**config.mk**
```make
export PLATFORM = sky130hd
export DESIGN_NAME = crc_seg_gen
export DESIGN_NICKNAME = d
export VERILOG_FILES = /design/src/rtl/crc_seg_pkg.sv /design/src/rtl/crc_seg_unit.sv /design/src/rtl/crc_seg_align.sv /design/src/rtl/crc_seg_ctrl.sv /design/src/rtl/crc_seg_gen.sv
export SDC_FILE = /design/constraint.sdc
export NUM_CORES = 2
export LEC_CHECK = 0
export BUFFER_PORTS_ARGS = -buffer_cell sky130_fd_sc_hd__buf_2
export CAP_MARGIN = 20
export CORE_MARGIN = 2
export CORE_UTILIZATION = 30
export CTS_BUF_LIST = sky130_fd_sc_hd__clkbuf_8
export DETAILED_ROUTE_END_ITERATION = 12
export PLACE_DENSITY_LB_ADDON = 0.1
export SLEW_MARGIN = 40
export SYNTH_ARGS = -nofsm -noshare
export SYNTH_HDL_FRONTEND = slang
export SYNTH_HIERARCHICAL = 1
export SYNTH_SLANG_ARGS = --single-unit
```
**constraint.sdc**
```tcl
create_clock -name clk -period 5.2 [get_ports clk]
set_input_delay 1.56 -clock clk [delete_from_list [all_inputs] [get_ports clk]]
set_output_delay 1.56 -clock clk [all_outputs]
set_load 0.01 [all_outputs]
```
**src/rtl/crc_seg_pkg.sv**
```systemverilog
package crc_seg_pkg;

  localparam int CRC_W = 32;
  localparam logic [CRC_W-1:0] CRC_POLY = 32'h04C11DB7;

  typedef enum logic [1:0] {
    ST_IDLE = 2'd0,
    ST_RUN  = 2'd1,
    ST_COMB = 2'd2
  } seg_state_t;

  // Multiply a remainder by x modulo the generator.
  function automatic logic [CRC_W-1:0] crc_mul_x(input logic [CRC_W-1:0] v);
    logic [CRC_W-1:0] r;
    r = {v[CRC_W-2:0], 1'b0};
    if (v[CRC_W-1]) r = r ^ CRC_POLY;
    return r;
  endfunction

  // Column j of the matrix holds x^(shift+j) mod G: the image of basis bit j.
  function automatic logic [CRC_W*CRC_W-1:0] crc_xpow_cols(input int shift);
    logic [CRC_W-1:0]       base;
    logic [CRC_W*CRC_W-1:0] cols;
    base = {{(CRC_W-1){1'b0}}, 1'b1};
    for (int i = 0; i < shift; i++) base = crc_mul_x(base);
    for (int j = 0; j < CRC_W; j++) begin
      cols[j*CRC_W +: CRC_W] = base;
      base = crc_mul_x(base);
    end
    return cols;
  endfunction

endpackage

```
**src/rtl/crc_seg_unit.sv**
```systemverilog
module crc_seg_unit
  import crc_seg_pkg::*;
(
  input  logic             clk,
  input  logic             rst,
  input  logic             clr_i,
  input  logic             en_i,
  input  logic             bit_i,
  output logic [CRC_W-1:0] rem_o
);

  logic feedback;
  assign feedback = rem_o[CRC_W-1] ^ bit_i;

  always_ff @(posedge clk) begin
    if (rst || clr_i) begin
      rem_o <= '0;
    end else if (en_i) begin
      rem_o <= {rem_o[CRC_W-2:0], 1'b0} ^ (feedback ? CRC_POLY : '0);
    end
  end

endmodule

```
**src/rtl/crc_seg_align.sv**
```systemverilog
module crc_seg_align
  import crc_seg_pkg::*;
#(
  parameter int SHIFT = 0
) (
  input  logic [CRC_W-1:0] rem_i,
  output logic [CRC_W-1:0] aligned_o
);

  generate
    if (SHIFT == 0) begin : g_pass
      assign aligned_o = rem_i;
    end else begin : g_matrix
      localparam logic [CRC_W*CRC_W-1:0] COLS = crc_xpow_cols(SHIFT);
      always_comb begin
        aligned_o = '0;
        for (int j = 0; j < CRC_W; j++) begin
          if (rem_i[j]) aligned_o = aligned_o ^ COLS[j*CRC_W +: CRC_W];
        end
      end
    end
  endgenerate

endmodule

```
**src/rtl/crc_seg_ctrl.sv**
```systemverilog
module crc_seg_ctrl
  import crc_seg_pkg::*;
#(
  parameter int SEG_BITS = 256
) (
  input  logic clk,
  input  logic rst,
  input  logic start_i,
  output logic load_o,
  output logic shift_o,
  output logic comb_o,
  output logic busy_o
);

  localparam int CNT_W = (SEG_BITS > 1) ? $clog2(SEG_BITS) : 1;
  localparam logic [CNT_W-1:0] LAST = CNT_W'(SEG_BITS - 1);

  seg_state_t       state;
  logic [CNT_W-1:0] cnt;

  assign load_o  = (state == ST_IDLE) && start_i;
  assign shift_o = (state == ST_RUN);
  assign comb_o  = (state == ST_COMB);
  assign busy_o  = (state != ST_IDLE);

  always_ff @(posedge clk) begin
    if (rst) begin
      state <= ST_IDLE;
      cnt   <= '0;
    end else begin
      case (state)
        ST_IDLE: begin
          cnt <= '0;
          if (start_i) state <= ST_RUN;
        end
        ST_RUN: begin
          if (cnt == LAST) begin
            state <= ST_COMB;
            cnt   <= '0;
          end else begin
            cnt <= cnt + CNT_W'(1);
          end
        end
        default: state <= ST_IDLE;
      endcase
    end
  end

  // an accepted start makes the block busy on the next cycle.
  a_r5_busy_after_start: assert property (@(posedge clk) disable iff (rst)
    (!busy_o && start_i) |=> busy_o);

  // a start pulse during the run neither restarts nor stalls the count.
  a_r6_start_ignored: assert property (@(posedge clk) disable iff (rst)
    (shift_o && start_i && cnt != LAST) |=> (shift_o && cnt == $past(cnt) + CNT_W'(1)));

  // the combination cycle follows the last shift directly.
  a_r3_comb_after_last: assert property (@(posedge clk) disable iff (rst)
    (shift_o && cnt == LAST) |=> comb_o);

endmodule

```
**src/rtl/crc_seg_gen.sv**
```systemverilog
module crc_seg_gen
  import crc_seg_pkg::*;
#(
  parameter int MSG_BITS = 1024,
  parameter int SEGS     = 4
) (
  input  logic                clk,
  input  logic                rst,
  input  logic                start_i,
  input  logic [MSG_BITS-1:0] msg_i,
  output logic                busy_o,
  output logic                done_o,
  output logic [CRC_W-1:0]    crc_o
);

  localparam int SEG_BITS = MSG_BITS / SEGS;

  logic                load;
  logic                shift;
  logic                comb;
  logic [MSG_BITS-1:0] msg_q;
  logic [CRC_W-1:0]    rem     [SEGS];
  logic [CRC_W-1:0]    aligned [SEGS];
  logic [CRC_W-1:0]    combined;

  crc_seg_ctrl #(.SEG_BITS(SEG_BITS)) i_ctrl (
    .clk     (clk),
    .rst     (rst),
    .start_i (start_i),
    .load_o  (load),
    .shift_o (shift),
    .comb_o  (comb),
    .busy_o  (busy_o)
  );

  // One shift register serves all segments: each unit taps its segment's top bit.
  always_ff @(posedge clk) begin
    if (rst) begin
      msg_q <= '0;
    end else if (load) begin
      msg_q <= msg_i;
    end else if (shift) begin
      msg_q <= {msg_q[MSG_BITS-2:0], 1'b0};
    end
  end

  generate
    for (genvar m = 0; m < SEGS; m++) begin : g_seg
      crc_seg_unit i_unit (
        .clk   (clk),
        .rst   (rst),
        .clr_i (load),
        .en_i  (shift),
        .bit_i (msg_q[MSG_BITS-1-m*SEG_BITS]),
        .rem_o (rem[m])
      );
      crc_seg_align #(.SHIFT(MSG_BITS - (m + 1) * SEG_BITS)) i_align (
        .rem_i     (rem[m]),
        .aligned_o (aligned[m])
      );
    end
  endgenerate

  always_comb begin
    combined = '0;
    for (int m = 0; m < SEGS; m++) combined = combined ^ aligned[m];
  end

  always_ff @(posedge clk) begin
    if (rst) begin
      crc_o  <= '0;
      done_o <= 1'b0;
    end else begin
      done_o <= comb;
      if (comb) crc_o <= combined;
    end
  end

  // done is a single-cycle pulse.
  a_r4_done_pulse: assert property (@(posedge clk) disable iff (rst)
    done_o |=> !done_o);

  // the result changes only together with done.
  a_r4_crc_hold: assert property (@(posedge clk) disable iff (rst)
    !done_o |-> $stable(crc_o));

  // busy has dropped by the time done is presented.
  a_r5_done_not_busy: assert property (@(posedge clk) disable iff (rst)
    done_o |-> !busy_o);

endmodule

```
# --- Word-level counts from Yosys, hierarchy flattened ---
# Index checks and enable logic that the tools add are counted.
word_totals:
  ff_bits: 1195
classes:
  n_addsub: 1
  n_mux: 107
  bitwise_logic: 104
  eq_ne: 5
  n_reduce_logical: 7
op_table:
  columns: ["operator", "count"]
  rows:
  - ["two-way mux 1024 bit", 2]
  - ["two-way mux 32 bit", 46]
  - ["two-way mux 31 bit", 25]
  - ["two-way mux 30 bit", 13]
  - ["NOT 17 bit", 21]
  - ["two-way mux 29 bit", 8]
  - ["bitwise XOR 32 bit", 7]
  - ["NOT 12 bit", 14]
  - ["NOT 15 bit", 11]
  - ["NOT 16 bit", 10]
  - ["NOT 14 bit", 11]
  - ["two-way mux 27 bit", 5]
  - ["NOT 18 bit", 7]
  - ["NOT 13 bit", 8]
  - ["two-way mux 28 bit", 3]
  - ["NOT 16 -> 17 bit", 3]
  - ["NOT 21 bit", 2]
  - ["NOT 20 bit", 2]
  - ["NOT 23 bit", 1]
  - ["NOT 22 bit", 1]
  - ["NOT 19 -> 20 bit", 1]
  - ["one-hot mux 8 bit (2 select lines)", 1]
  - ["NOT 10 bit", 1]
  - ["adder 8 x 1 -> 8 bit (second input constant)", 1]
  - ["other kinds (13)", 20]

# --- Depth between registers and ports, before layout ---
logic_depth:
  ltp_word: 66
  mapped_depth: 9
  depth_no_buf: 7

# --- Cells and area by module ---
# Netlist, hierarchy kept.
modules_own_cells:
  columns: ["module", "n_inst", "area_per_inst_um2", "cells_per_inst"]
  rows:
  - ["crc_seg_gen", 1, 51095.3, 4643]
  - ["crc_seg_unit", 4, 1382.6, 141]
  - ["crc_seg_align at g_seg[2].i_align", 1, 2590.0, 232]
  - ["crc_seg_align at g_seg[1].i_align", 1, 2481.1, 223]
  - ["crc_seg_align at g_seg[0].i_align", 1, 2474.9, 234]
  - ["crc_seg_ctrl", 1, 526.8, 60]
  - ["crc_seg_align at g_seg[3].i_align", 1, 240.2, 32]

# --- Worst setup path after synthesis ---
# Ideal clock, no wire load.
synth_path:
  path_type: "in2reg"
  startpoint: "input start_i"
  endpoint: "register msg_q[209]"
  slack_ns: 2.161
  path_stages: 7
  required_ns: 5.072
  arrival_time_ns: 2.912
  setup_ns: 0.128
  cell_sequence: "inv_1 nor2_1 buf_2 clkbuf_1 clkbuf_4 mux2i_1 nor2_1"
synth_via:
  elab_chain_cells: 2
synth_lines:
  columns: ["element", "line_no", "rtl"]
  rows:
  - ["from (decl)", "crc_seg_gen.sv:9", "input logic start_i,"]
  - ["logical AND 1 bit *", "crc_seg_ctrl.sv:21", "assign load_o = (state == ST_IDLE) && start_i;"]
  - ["named net load", "crc_seg_gen.sv:18", "logic load;"]
  - ["two-way mux 1024 bit or nonzero test 2 bit (tied branches)", null, null]
  - ["to (signal assigned)", "crc_seg_gen.sv:41", "msg_q <= msg_i;"]
  - ["to (signal assigned)", "crc_seg_gen.sv:43", "msg_q <= {msg_q[MSG_BITS-2:0], 1'b0};"]
  - ["to (decl)", "crc_seg_gen.sv:21", "logic [MSG_BITS-1:0] msg_q;"]
# The timed path passes the listed nets; every way through them passes the cells marked *.
# A chain may end at the register's enable or synchronous reset.

# --- Final worst setup path ---
layout_path:
  startpoint: "register i_ctrl.state[1]"
  endpoint: "output busy_o"
layout_via:
  elab_chain_cells: 1
layout_lines:
  columns: ["element", "line_no", "rtl"]
  rows:
  - ["from (decl)", "crc_seg_ctrl.sv:18", "seg_state_t state;"]
  - ["from (signal assigned)", "crc_seg_ctrl.sv:28", "state <= ST_IDLE;"]
  - ["from (signal assigned)", "crc_seg_ctrl.sv:34", "if (start_i) state <= ST_RUN;"]
  - ["from (signal assigned)", "crc_seg_ctrl.sv:38", "state <= ST_COMB;"]
  - ["nonzero test 2 bit", "crc_seg_ctrl.sv:24", "assign busy_o = (state != ST_IDLE);"]
  - ["to (decl)", "crc_seg_gen.sv:11", "output logic busy_o,"]
# Every way passes these cells.

==> qor.yml <==
cp_top_family: "flip-flops"
yosysSeqAreaShare_pct: 36.84
synth_edf_count: 0
setup_violations: 0
grt_overflow: 0
synth_top_cell_by_area: "dfxtp_1"
cts-resized-gates: 0
hold_violations: 0
cp_slowest_cell: "dfxtp_1"
tightest_slew_ps: 823.3
io_buffers: 1060
min_to: "crc_o[28]$_SDFFE_PP0P_"
synthDominantCellAreaShare_pct: 36.84
grt_pass1_vias: 45970
vias_per_cell: 4.610
cts_buffers: 227
maxCapViolations: 0
drtIter0Drc: 2085
holdCritPathClass: "flip-flop to flip-flop"
ctsHoldBuffers: 0
synth-main-ff-cell: "dfxtp_1"
antenna_found_initial: 309
vias: 45770
netlist_instances: 5988
drt-total-wl_um: 211800
synth.area.top_cells: "dfxtp_1 (37%), mux2i_1 (17%), mux2_2 (12%)"
final_cell_mix: "dfxtp_1 (1195), nor2_1 (1140), mux2i_1 (1096)"
synthArstFlopShare_pct: 0
powerDensity_nw_per_um2: 311.5
drcViolationCount: 0
period_share_pct: 68.17
htreeDepth: 4
syn_area_um2: 64940
dp_hpwl_um: 156100
layout.nets: 7859
cp_data_required_time_ps: 3640
clock-sinks: 1195
timing.rr.end: "crc_o[0]$_SDFFE_PP0P_"
finClkSkew_ps: 52.93
ant_nets: 0
cts_tree: "yes"
final-max-slew-violation-count: 0
mostFrequentLayoutCell: "dfxtp_1"
grt_pass1_wl_um: 309500
track_usage_pct: 18.54
wl_per_cell_um: 21.33
cp_num_buf_inv: 1
outcome: "completed"
die_width_um: 469.3
gp_congestion: 0.8404
total_leakage_power_uw: 0.03424
postCtsSetupBuffers: 0
path_clk_slew_ps: 60
p_total_uw: 23900
cts-root-buf: "clkbuf_8"
ios: 1061
area_delta_synth_final_pct: 18.13
drive_above_1_share_pct: 35.33
seqCellArea_um2: 23920
yosys_warnings: 6
ff2ff_setup_slack_ps: 2130
syn_avg_cell_area_um2: 10.84
ys_seq_elements: 1195
worstRegToRegCells: 7
fill_cells: 21980
grt_max_degree: 127
clockBufferDepth: 3
fin_tns_setup_ps: 0
clkLatencyLatePin_ps: 950
cpPeakStageDelay_ps: 450
rows: 170
worstSetupPathType: "flip-flop to output pin"
fp.dieArea_um2: 220200
hp-start: "crc_o[28]$_SDFFE_PP0P_"
die_h_um: 469.3
yosys.cell_types.count: 48
final_util_pct: 35.71
timing.fmax_mhz: 282.1
finalCriticalPeriod_ps: 3545
reg2reg_from: "g_seg[1].i_unit/rem_o[26]$_SDFFE_PP0P_"
vdd_drop_max_mv: 0.2294
maxSlewHeadroom_pct: 45.11
setup.worst_path.end_class: "output pin"
synth_nets: 7016
core-area_um2: 214800
start_util_pct: 30.23
multi_input_comb_area_um2: 38060
arrival_ps: 1980
hold_depth: 2
crit_chain: "or2_2 -> buf_2"
first_pass_iters: 7
rsz0062_at_grt: "no"
crit_fanout: 13
start_kind: "flip-flop"
==> tightest hold or removal path, delay by kind of cell (launching register included) <==
kind	cells	cell delay (ps)
compound gates	1	50
flops	1	310
simple gates	1	80
==> per-layer routing <==
metal	wire length, um	vias up	share of wire (%)	track usage (%)
met3	19500	627	9.2	8.227
met5	1403	-	0.66	0
met1	87080	21250	41	21.70
met4	6067	222	2.9	5.221
li1	-	22300	-	-
met2	97720	1368	46	30.50
==> registers in the layout, indices dropped and copies added, names as in the netlist <==
signal and cells:
done_o 1, g_seg.i_unit/rem_o 128, msg_q 1024, i_ctrl/cnt 8, crc_o 32, i_ctrl/state 2
==> Yosys cell counts (2+ instances only) <==
master and number:
nand4b_1 52, a31oi_1 2, a21oi_1 4, or3_1 2, mux2_2 666, xor3_1 9, xor2_4 3, nand2b_1 2
mux2i_1 1096, xnor3_1 86, buf_6 54, xnor3_2 4, buf_1 7, xor2_2 10, nand4_1 53, dfxtp_1 1195
clkbuf_1 152, nor2b_1 2, or2_2 5, a211oi_1 37, nand2_1 3, nand3_1 58, buf_2 206, inv_1 2
nor2_1 1145, a22oi_1 3, buf_4 91, mux2_4 300, xnor2_1 409, xor2_1 175, xnor2_4 4, xnor2_2 21
mux2_1 59, xor3_2 2, clkbuf_4 5, nand3b_1 52
==> where the power goes <==
group          internal, uW  switching (uW)
clock                  5190            4350
sequential             9760             361
combinational          2260            1980
==> layout make-up <==
| class | instances | area share, % |
|---|---|---|
| Multi-Input combinational cell | 4274 | 49.61 |
| Sequential cell | 1195 | 31.18 |
| Timing Repair Buffer | 1131 | 8.186 |
| Clock buffer | 287 | 5.149 |
| Tap cell | 2838 | 4.629 |
| Clock inverter | 116 | 0.9427 |
| Antenna cell | 85 | 0.2773 |
| Inverter | 2 | 0.01957 |
==> stage by stage <==
| step | worst slack [ps] | hold WS (ps) | area, um^2 | cells |
|---|---|---|---|---|
| 2_1_floorplan | 2161 | 458.0 | 64940 | 5988 |
| 3_3_place_gp | 1692 | 474.3 | 71770 | 9438 |
| 3_5_place_dp | 1610 | 478.0 | 71830 | 9440 |
| 4_1_cts | 1486 | 482.4 | 76500 | 9843 |
| 5_1_grt | 1483 | 500.2 | 76600 | 9881 |
| 6_report | 1655 | 483.9 | 76710 | 9928 |
==> cells by family (layout without fill, tap and decap cells) <==
group / Yosys count / after routing / synth area share (%)
compound gates: 48 / 48 / 0.5453
xor+xnor: 724 / 724 / 12.53
fa+ha+maj: 1 / 1 / 0.01926
buf+inv: 519 / 1536 / 4.591
flops: 1195 / 1195 / 36.84
mux: 2121 / 2121 / 36.40
other cells: 0 / 85 / 0
simple gates: 1380 / 1380 / 9.077
==> worst max-delay path by stage <==
stage                            startpoint                       to  slack, ps  depth (start not counted)
2_1_floorplan                       start_i  msg_q[209]$_SDFFE_PP0P_       2160                          7
6_report       i_ctrl/state[1]$_SDFFE_PP0P_                   busy_o       1660                          2
5_1_grt        i_ctrl/state[1]$_SDFFE_PP0P_                   busy_o       1480                          2
3_5_place_dp                        start_i  msg_q[633]$_SDFFE_PP0P_       1610                          8
3_3_place_gp                        start_i  msg_q[632]$_SDFFE_PP0P_       1690                          7
4_1_cts        i_ctrl/state[1]$_SDFFE_PP0P_                   busy_o       1490                          2
Note: power is estimated with default switching activity, not from simulation.
